[src/rtl/sw2_pkg.sv]
package sw2_pkg;
    typedef enum logic {
        XFER_HOLD = 1'b0,
        XFER_LOSS = 1'b1
    } xfer_mode_e;

    localparam int NUM_PORTS = 2;
endpackage

[src/rtl/sw2_cell_queue.sv]
module sw2_cell_queue #(
    parameter int DEPTH  = 4,
    parameter int CELL_W = 8,
    parameter int CNT_W  = $clog2(DEPTH + 1)
) (
    input  logic              clk,
    input  logic              rst_n,
    input  logic              push_i,
    input  logic [CELL_W-1:0] cell_i,
    input  logic              pop_i,
    output logic [CELL_W-1:0] head_o,
    output logic [CNT_W-1:0]  count_o,
    output logic              drop_o
);
    localparam int PTR_W = (DEPTH > 1) ? $clog2(DEPTH) : 1;
    localparam logic [PTR_W-1:0] LAST = PTR_W'(DEPTH - 1);
    localparam logic [CNT_W-1:0] FULL = CNT_W'(DEPTH);

    typedef struct packed {
        logic [PTR_W-1:0] rd;
        logic [PTR_W-1:0] wr;
        logic [CNT_W-1:0] cnt;
        logic             drop;
    } q_state_t;

    q_state_t s_d, s_q;
    logic [CELL_W-1:0] mem_q [DEPTH];
    logic do_pop, do_push;

    always_comb begin
        s_d     = s_q;
        do_pop  = pop_i && (s_q.cnt != '0);
        do_push = push_i && ((s_q.cnt != FULL) || do_pop);
        s_d.drop = push_i && !do_push;
        if (do_pop)  s_d.rd = (s_q.rd == LAST) ? '0 : s_q.rd + 1'b1;
        if (do_push) s_d.wr = (s_q.wr == LAST) ? '0 : s_q.wr + 1'b1;
        case ({do_push, do_pop})
            2'b10:   s_d.cnt = s_q.cnt + 1'b1;
            2'b01:   s_d.cnt = s_q.cnt - 1'b1;
            default: s_d.cnt = s_q.cnt;
        endcase
    end

    always_ff @(posedge clk) begin
        if (!rst_n) s_q <= '0;
        else        s_q <= s_d;
    end

    always_ff @(posedge clk) begin
        if (do_push) mem_q[s_q.wr] <= cell_i;
    end

    assign head_o  = mem_q[s_q.rd];
    assign count_o = s_q.cnt;
    assign drop_o  = s_q.drop;

    assert_no_overflow_R3: assert property (@(posedge clk) disable iff (!rst_n)
        s_q.cnt <= FULL);
    assert_pop_nonempty_R3: assert property (@(posedge clk) disable iff (!rst_n)
        pop_i |-> (s_q.cnt != '0));
    assert_count_grows_R4: assert property (@(posedge clk) disable iff (!rst_n)
        (push_i && !pop_i && s_q.cnt != FULL) |=> (s_q.cnt == $past(s_q.cnt) + 1'b1));
endmodule

[src/rtl/sw2_rr_pick.sv]
module sw2_rr_pick (
    input  logic       clk,
    input  logic       rst_n,
    input  logic [1:0] req_i,
    input  logic       en_i,
    output logic [1:0] grant_o
);
    typedef struct packed {
        logic favour;
    } rr_state_t;

    rr_state_t s_d, s_q;

    always_comb begin
        s_d     = s_q;
        grant_o = '0;
        if (en_i) begin
            if (req_i == 2'b11) grant_o[s_q.favour] = 1'b1;
            else                grant_o = req_i;
        end
        if (grant_o[0]) s_d.favour = 1'b1;
        if (grant_o[1]) s_d.favour = 1'b0;
    end

    always_ff @(posedge clk) begin
        if (!rst_n) s_q <= '0;
        else        s_q <= s_d;
    end

    assert_single_grant_R5: assert property (@(posedge clk) disable iff (!rst_n)
        $onehot0(grant_o));
    assert_turn_taking_R5: assert property (@(posedge clk) disable iff (!rst_n)
        (req_i == 2'b11 && en_i && $past(req_i == 2'b11 && en_i && grant_o[0])) |-> grant_o[1]);
    assert_grant_needs_req_R5: assert property (@(posedge clk) disable iff (!rst_n)
        ((grant_o & ~req_i) == 2'b00));
endmodule

[src/rtl/sw2_iq_elem.sv]
module sw2_iq_elem #(
    parameter int DEPTH  = 4,
    parameter int CELL_W = 8,
    parameter int CNT_W  = $clog2(DEPTH + 1)
) (
    input  logic                   clk,
    input  logic                   rst_n,
    input  logic                   mode_loss_i,
    input  logic [1:0]             in_valid_i,
    input  logic [1:0][CELL_W-1:0] in_cell_i,
    output logic [1:0][CNT_W-1:0]  free_o,
    input  logic [1:0][CNT_W-1:0]  ds_free_i,
    output logic [1:0]             out_valid_o,
    output logic [1:0][CELL_W-1:0] out_cell_o,
    output logic [1:0]             drop_o
);
    import sw2_pkg::*;

    localparam int TAG_BIT = CELL_W - 1;

    typedef struct packed {
        logic [1:0]             ov;
        logic [1:0][CELL_W-1:0] oc;
    } out_state_t;

    out_state_t s_d, s_q;
    xfer_mode_e mode;

    logic [CELL_W-1:0] head  [NUM_PORTS];
    logic [CNT_W-1:0]  cnt   [NUM_PORTS];
    logic [1:0]        req   [NUM_PORTS];
    logic [1:0]        grant [NUM_PORTS];
    logic [1:0]        en;
    logic [1:0]        pop;

    assign mode = xfer_mode_e'(mode_loss_i);

    for (genvar i = 0; i < NUM_PORTS; i++) begin : g_inlet
        sw2_cell_queue #(.DEPTH(DEPTH), .CELL_W(CELL_W), .CNT_W(CNT_W)) i_queue (
            .clk     (clk),
            .rst_n   (rst_n),
            .push_i  (in_valid_i[i]),
            .cell_i  (in_cell_i[i]),
            .pop_i   (pop[i]),
            .head_o  (head[i]),
            .count_o (cnt[i]),
            .drop_o  (drop_o[i])
        );
        assign free_o[i] = CNT_W'(DEPTH) - cnt[i];
        assign pop[i]    = grant[0][i] | grant[1][i];
    end

    for (genvar o = 0; o < NUM_PORTS; o++) begin : g_outlet
        always_comb begin
            for (int i = 0; i < NUM_PORTS; i++)
                req[o][i] = (cnt[i] != '0) && (head[i][TAG_BIT] == 1'(o));
            en[o] = (mode == XFER_LOSS) || (ds_free_i[o] != '0);
        end
        sw2_rr_pick i_pick (
            .clk     (clk),
            .rst_n   (rst_n),
            .req_i   (req[o]),
            .en_i    (en[o]),
            .grant_o (grant[o])
        );
    end

    always_comb begin
        s_d = s_q;
        for (int o = 0; o < NUM_PORTS; o++) begin
            s_d.ov[o] = |grant[o];
            s_d.oc[o] = grant[o][1] ? head[1] : head[0];
        end
    end

    always_ff @(posedge clk) begin
        if (!rst_n) s_q <= '0;
        else        s_q <= s_d;
    end

    assign out_valid_o = s_q.ov;
    assign out_cell_o  = s_q.oc;

    for (genvar o = 0; o < NUM_PORTS; o++) begin : g_chk
        assert_hold_blocks_R6: assert property (@(posedge clk) disable iff (!rst_n)
            (!mode_loss_i && ds_free_i[o] == '0) |=> !out_valid_o[o]);
        assert_tag_route_R2: assert property (@(posedge clk) disable iff (!rst_n)
            out_valid_o[o] |-> (out_cell_o[o][TAG_BIT] == 1'(o)));
        assert_drop_when_full_R8: assert property (@(posedge clk) disable iff (!rst_n)
            drop_o[o] |-> ($past(free_o[o]) == '0));
    end
endmodule

[config.mk]
export PLATFORM = sky130hd
export DESIGN_NAME = sw2_iq_elem
export DESIGN_NICKNAME = d
export VERILOG_FILES = /design/src/rtl/sw2_pkg.sv /design/src/rtl/sw2_cell_queue.sv /design/src/rtl/sw2_rr_pick.sv /design/src/rtl/sw2_iq_elem.sv
export SDC_FILE = /design/constraint.sdc
export NUM_CORES = 1
export LEC_CHECK = 0
export BUFFER_PORTS_ARGS = -buffer_cell sky130_fd_sc_hd__buf_2
export CAP_MARGIN = 25
export CORE_MARGIN = 3
export CORE_UTILIZATION = 45
export DETAILED_ROUTE_END_ITERATION = 10
export PLACE_DENSITY = 0.68
export SKIP_CTS_REPAIR_TIMING = 1
export SYNTH_ARGS = -nofsm -noshare
export SYNTH_HDL_FRONTEND = slang
export SYNTH_SLANG_ARGS = --single-unit
[constraint.sdc]
create_clock -name clk -period 6 [get_ports clk]
set_input_delay 1.2 -clock clk [delete_from_list [all_inputs] [get_ports clk]]
set_output_delay 1.2 -clock clk [all_outputs]
set_load 0.03 [all_outputs]
Yosys cells after proc, flatten, opt, wreduce, memory -nomap -nowiden
Memories as Yosys holds them, arrays and structs flattened. A register that Yosys moved wholly into a read port is not among the register bits.
Index checks and enable logic that the tools add are counted.
- reduce and logical (&&, ||, !) cells: 28
- eq/ne operators: 12
- order comparisons: 4
- bitwise gates (word level): 5
- $add $sub $neg: 10
- multiplexer cells: 24
- div/mod/pow operators: 0
- multipliers: 0
- shift operators: 0
- operators with widths (kind ; count):
    two-way mux 2 bit ; 12
    == test 2 bit, second input constant ; 8
    two-way mux 8 bit ; 2
    logical AND 1 bit ; 12
    one-hot mux 3 bit (2 select lines) ; 2
    nonzero test 3 bit ; 4
    adder 2 x 1 -> 2 bit, second input constant ; 4
    OR reduction 2 bit ; 4
    adder 3 x 1 -> 3 bit, second input constant ; 2
    two-way mux 1 bit ; 6
    != test 3 bit, second input constant ; 2
    subtractor 3 x 1 -> 3 bit, second input constant ; 2
    subtractor 3 bit, first input constant ; 2
    == test 2 x 1 -> 1 bit, second input constant ; 2
    logical OR 1 bit ; 4
    < comparator 1 x 2 -> 1 bit, second input constant ; 2
    nonzero test 2 bit ; 2
    NOT 1 bit ; 3
    demux 1 bit (select 1 bit) ; 2
    >= comparator 1 bit, second input constant ; 2
    zero test 1 bit ; 2
    bitwise OR 1 bit ; 2
- register bits: 36
- memories: 2
- bits in writable memories: 64
- ROM bits: 0
- output and inout port bits: 26
- latch bits: 0
- memories (memory ; words ; width ; rd ports ; clocked after memory_dff ; write ports ; line ; RTL):
    g_inlet[0].i_queue.mem_q ; 4 ; 8 ; 1 ; 1 ; 1 ; sw2_cell_queue.sv:27 ; logic [CELL_W-1:0] mem_q [DEPTH];
    g_inlet[1].i_queue.mem_q ; 4 ; 8 ; 1 ; 1 ; 1 ; sw2_cell_queue.sv:27 ;

Depth between registers and ports, before layout
- word-level depth: 12
- depth in mapped cells: 14
- mapped depth without buffers: 14

Modules after synthesis
From an unflattened synthesis, not the netlist that was laid out.
- cell total of the unflattened synthesis: 297
- area total of the unflattened synthesis: 4281.6 µm²
- modules (own cells, without submodules) (module ; instances ; cells an instance ; area an instance (µm²)):
    sw2_cell_queue ; 2 ; 102 ; 1690.4
    sw2_iq_elem ; 1 ; 75 ; 783.3
    sw2_rr_pick ; 2 ; 9 ; 58.8

Worst setup path after synthesis
No wires, ideal clock.
- kind: input to register
- from: input port mode_loss_i
- to: register g_inlet[0].i_queue.s_q, in the netlist g_inlet[0].i_queue.count_o[2]
- data required time: 5929 ps
- path slack: 2448 ps
- buffers on the path: 0
- setup time: 71 ps
- stages: 11
- data arrival time: 3481 ps
- path through: or4_1 nor3b_2 nand2_1 a31oi_4 inv_1 ha_1 inv_1 fa_1 xor2_1 or3_1 a21oi_1
- word-level cells in the longest chain between the ends: 8
- elaborated cells between the ends (all ways): 12
- ends and longest elaborated chain (item ; line ; RTL):
    start, declared ; sw2_iq_elem.sv:8 ; input logic mode_loss_i,
    logical OR 1 bit ; sw2_iq_elem.sv:57 ; en[o] = (mode == XFER_LOSS) || (ds_free_i[o] != '0);
    two-way mux 2 bit ; sw2_rr_pick.sv:17 ; if (en_i) begin
    bitwise OR 1 bit * ; sw2_iq_elem.sv:50 ; assign pop[i] = grant[0][i] | grant[1][i];
    logical AND 1 bit * ; sw2_cell_queue.sv:32 ; do_pop = pop_i && (s_q.cnt != '0);
    logical OR 1 bit ; sw2_cell_queue.sv:33 ; do_push = push_i && ((s_q.cnt != FULL) || do_pop);
    logical AND 1 bit ; sw2_cell_queue.sv:33 ;
    == test 2 x 1 -> 1 bit / == test 2 bit (equally long branches) ; sw2_cell_queue.sv:37 ; case ({do_push, do_pop})
    one-hot mux 3 bit (2 select lines) / nonzero test 2 bit (equally long branches) ; n/a ;
    end signal, assigned ; sw2_cell_queue.sv:45 ; if (!rst_n) s_q <= '0;
    end signal, assigned ; sw2_cell_queue.sv:46 ; else s_q <= s_d;
    end, declared ; sw2_cell_queue.sv:26 ; q_state_t s_d, s_q;
Every way passes the cells marked *; elsewhere a longest branch is shown, timed or not.
A chain may end at the register's enable or synchronous reset.

==> impl_metrics.xml <==
<?xml version="1.0" encoding="UTF-8"?>
<metrics>
  <group name="status">
    <metric name="status" unit="">finished, final reports clean</metric>
  </group>
  <group name="sta">
    <metric name="final_max_slew_viol_count" unit="">0</metric>
    <metric name="relSlewSlack" unit="%">38.40</metric>
    <metric name="max_freq" unit="MHz">265.0</metric>
    <metric name="final_hold_viol_count" unit="">0</metric>
    <metric name="fin_tns_setup" unit="ns">0</metric>
    <metric name="slew_of_the_pin_with_the_lowest_slew_margin" unit="ns">0.9230</metric>
    <metric name="rsz0062_at_grt" unit="">false</metric>
    <metric name="final.period_utilization" unit="%">62.90</metric>
    <metric name="final.setup_skew" unit="ns">0.01509</metric>
    <metric name="period_needed" unit="ns">3.774</metric>
    <metric name="timing.final.setup_violations" unit="">0</metric>
  </group>
  <group name="synth">
    <metric name="synthesis.nets" unit="">338</metric>
    <metric name="synth_cells" unit="">291</metric>
    <metric name="ys_seq_area_share" unit="%">63.55</metric>
    <metric name="ys_ff_latch" unit="">104</metric>
    <metric name="synthDistinctLibCells" unit="">39</metric>
    <metric name="synth.most_common_cell" unit="">sky130_fd_sc_hd__edfxtp_1</metric>
    <metric name="yosys.area.top_type" unit="">sky130_fd_sc_hd__edfxtp_1</metric>
    <metric name="synth_flop_cell" unit="">sky130_fd_sc_hd__edfxtp_1</metric>
    <metric name="proportion_of_netlist_area_held_by_the_largest_area_contributor" unit="%">44.86</metric>
    <metric name="synthesis.area" unit="µm²">4284</metric>
    <metric name="synth_top_cells_by_area" unit="">sky130_fd_sc_hd__edfxtp_1 (45%), sky130_fd_sc_hd__dfxtp_1 (19%), sky130_fd_sc_hd__mux4_2 (7.9%)</metric>
    <metric name="synth.yosys.warnings" unit="">0</metric>
    <metric name="synth_area_per_cell" unit="µm²">14.72</metric>
    <metric name="synth.cells.most_frequent" unit="">sky130_fd_sc_hd__edfxtp_1 (64), sky130_fd_sc_hd__dfxtp_1 (40), sky130_fd_sc_hd__nor2_1 (27), sky130_fd_sc_hd__inv_1 (20), sky130_fd_sc_hd__mux2i_1 (20)</metric>
    <metric name="synth_enable_flop_cells" unit="">64</metric>
    <metric name="synth-async-reset-ratio" unit="%">0</metric>
  </group>
  <group name="power_and_ir_drop">
    <metric name="switching_share_of_power" unit="%">38.59</metric>
    <metric name="p_leak" unit="nW">1.908</metric>
    <metric name="sw_pwr" unit="mW">0.8975</metric>
    <metric name="power_frac_clock" unit="%">17.5</metric>
    <metric name="ir_worst_vdd" unit="mV">0.3520</metric>
    <metric name="share_comb_of_total_power" unit="%">39.9</metric>
    <metric name="power_density" unit="nW/µm²">484.0</metric>
    <metric name="p_total" unit="mW">2.326</metric>
    <metric name="power.share.sequential" unit="%">42.7</metric>
    <metric name="intPower" unit="mW">1.428</metric>
  </group>
  <group name="clocking">
    <metric name="root_buffer" unit="">sky130_fd_sc_hd__clkbuf_8</metric>
    <metric name="clock_path_buffers" unit="">2</metric>
    <metric name="clock_insertion_delay_worst_skew" unit="ns">0.36</metric>
    <metric name="clk_transition_reported_paths" unit="ns">0.10</metric>
    <metric name="cts_inserted_buffers" unit="">9</metric>
    <metric name="count_of_h_tree_levels_built_during_cts" unit="">3</metric>
    <metric name="numClockSinks" unit="">104</metric>
    <metric name="tritoncts" unit="">yes</metric>
  </group>
  <group name="worst_setup_path">
    <metric name="crit_path_start_kind" unit="">register</metric>
    <metric name="worstPathRequired" unit="ns">6.27</metric>
    <metric name="worst_ep_arrival_time" unit="ns">4.05</metric>
    <metric name="worst_setup_path_end_kind" unit="">register</metric>
    <metric name="setup.worst_path.class" unit="">register to register</metric>
    <metric name="path_max_fanout" unit="">15</metric>
  </group>
  <group name="route">
    <metric name="wl_met3" unit="µm">330</metric>
    <metric name="num_vias" unit="">2304</metric>
    <metric name="drc" unit="">0</metric>
    <metric name="detailroute.wirelength.met2" unit="µm">3334</metric>
    <metric name="met1_length" unit="µm">3455</metric>
    <metric name="postRouteAntennaNets" unit="">0</metric>
    <metric name="drt_first_iter_violations" unit="">90</metric>
    <metric name="detail_route.wl_per_cell" unit="µm">15.20</metric>
    <metric name="route.detailed.vias_per_inst" unit="">4.892</metric>
    <metric name="totalWireLength" unit="µm">7161</metric>
    <metric name="dr.pass1.iters" unit="">4</metric>
    <metric name="maxUsedRoutingLayer" unit="">met4</metric>
  </group>
  <group name="finish">
    <metric name="layout-area-overhead-vs-synth" unit="%">12.18</metric>
    <metric name="fillCellCount" unit="">743</metric>
    <metric name="drive_gt1_share" unit="%">26.38</metric>
    <metric name="antennaDiodeCount" unit="">0</metric>
    <metric name="numnets_final" unit="">387</metric>
  </group>
  <group name="global_route">
    <metric name="first_global_vias" unit="">2299</metric>
    <metric name="grt_antenna_before_repair" unit="">0</metric>
    <metric name="grt_max_degree" unit="">30</metric>
    <metric name="globalRouteOverflowTotal" unit="">0</metric>
    <metric name="grt_first_pass_wirelength" unit="µm">11820</metric>
    <metric name="grt_util_all_layers" unit="%">14.05</metric>
  </group>
  <group name="floorplanning">
    <metric name="initial_core_util" unit="%">47.73</metric>
    <metric name="die_height" unit="µm">103.6</metric>
    <metric name="top_level_ports" unit="">53</metric>
    <metric name="design.core.area" unit="µm²">8976</metric>
    <metric name="die_w" unit="µm">103.6</metric>
    <metric name="floorplan.die_area" unit="µm²">10730</metric>
    <metric name="rows" unit="">34</metric>
  </group>
  <group name="placement">
    <metric name="detailed_place_hpwl" unit="µm">4978</metric>
    <metric name="port_buffers" unit="">52</metric>
    <metric name="gp_congestion" unit="">0.7271</metric>
  </group>
  <group name="run">
    <metric name="drv_cap" unit="">0</metric>
  </group>
  <group name="min_path">
    <metric name="hp-class" unit="">register to register</metric>
  </group>
</metrics>
## critical path, stage by stage, from the launching register on
cell                       delay (ns)
sky130_fd_sc_hd__dfxtp_1         0.69
sky130_fd_sc_hd__mux4_2          0.69
sky130_fd_sc_hd__o311ai_4        0.78
sky130_fd_sc_hd__a31oi_4         0.22
sky130_fd_sc_hd__inv_1           0.10
sky130_fd_sc_hd__ha_1            0.18
sky130_fd_sc_hd__inv_1           0.06
sky130_fd_sc_hd__fa_1            0.37
sky130_fd_sc_hd__xor2_1          0.15
sky130_fd_sc_hd__or3_1           0.30
sky130_fd_sc_hd__a21oi_1         0.13
## layout by cell type (no fill, tap or decap), drive strengths merged, types with 4 or more instances in the layout
cell type / count
buf: 52
mux2i: 20
a21oi: 12
inv: 23
clkinv: 4
nor2: 27
nand2: 10
edfxtp: 64
and2: 10
or3: 4
dfxtp: 40
xor2: 4
nand3: 7
ha: 18
mux4: 15
clkbuf: 9
o21ai: 4
## sequential cells by signal, summed over array words and instances (netlist names), named ones only
signal                   count
g_inlet.i_queue.s_q          8
out_cell_o                  16
g_inlet.i_queue.drop_o       2
g_inlet.i_queue.count_o      6
g_inlet.i_queue.mem_q       64
out_valid_o                  2
g_outlet.i_pick.s_q          2
## through the flow
stage                     setup WS [ns]  utilization (%)  std cells  hold WS, ns  area [µm²]
after floorplan                   2.448                -        291       0.4585        4284
after global placement            2.216            51.42        455       0.4719        4616
after detailed placement          2.127            51.42        455       0.4865        4616
after CTS                         2.163            53.54        471       0.5009        4806
after global routing              1.935            53.54        471       0.5363        4806
final                             2.226            53.54        471       0.4974        4806
## kinds of logic (layout without fill, tap and decap cells)
kind of cell	after synthesis	count (layout)	synth area share, %
AO/OA/AOI/OAI	27	27	5.199
adder cells (fa/ha/maj)	20	20	6.192
flip-flops	104	104	63.55
buffers and inverters	34	88	3.767
multiplexers	35	35	12.56
AND/OR/NAND/NOR	67	67	7.915
XOR/XNOR	4	4	0.8177
## path summary, 6_finish.rpt
kind,from,endpoint,slack [ns],cells after the start
worst max-delay path,register,g_inlet[1].i_queue.count_o[2]$_SDFFE_PN0P_,2.23,10
worst min-delay path,g_inlet[1].i_queue.s_q[7]$_SDFFE_PN0P_,g_inlet[1].i_queue.s_q[7]$_SDFFE_PN0P_,0.50,2
worst max register to register,register,g_inlet[1].i_queue.count_o[2]$_SDFFE_PN0P_,2.23,10
worst min register to register,g_inlet[1].i_queue.s_q[7]$_SDFFE_PN0P_,g_inlet[1].i_queue.s_q[7]$_SDFFE_PN0P_,0.50,2
## layout make-up
class / instances / area, µm² / area share, %
multi-input combinational: 153 / 1400 / 29.13
clock buffer: 9 / 123.9 / 2.577
sequential: 104 / 2723 / 56.65
clock inverter: 7 / 66.31 / 1.380
tap: 126 / 157.7 / 3.280
inverter: 20 / 75.07 / 1.562
timing repair buffer: 52 / 260.3 / 5.415
## per-layer routing
metal,vias to the layer above,track usage (%)
met4,0,2.849
li1,1147,-
met2,52,22.34
met3,4,4.664
met5,-,0
met1,1101,19.06
## power by group through the flow
stage	logic [mW]	clock network [mW]	registers [mW]
after global routing	1.03	0.446	1.01
after global placement	0.915	0	1.01
after floorplan	0.697	0	1.05
after detailed placement	0.931	0	1.01
final	0.928	0.406	0.992
after CTS	0.940	0.421	0.996
Power figures use the tool's default switching activity.
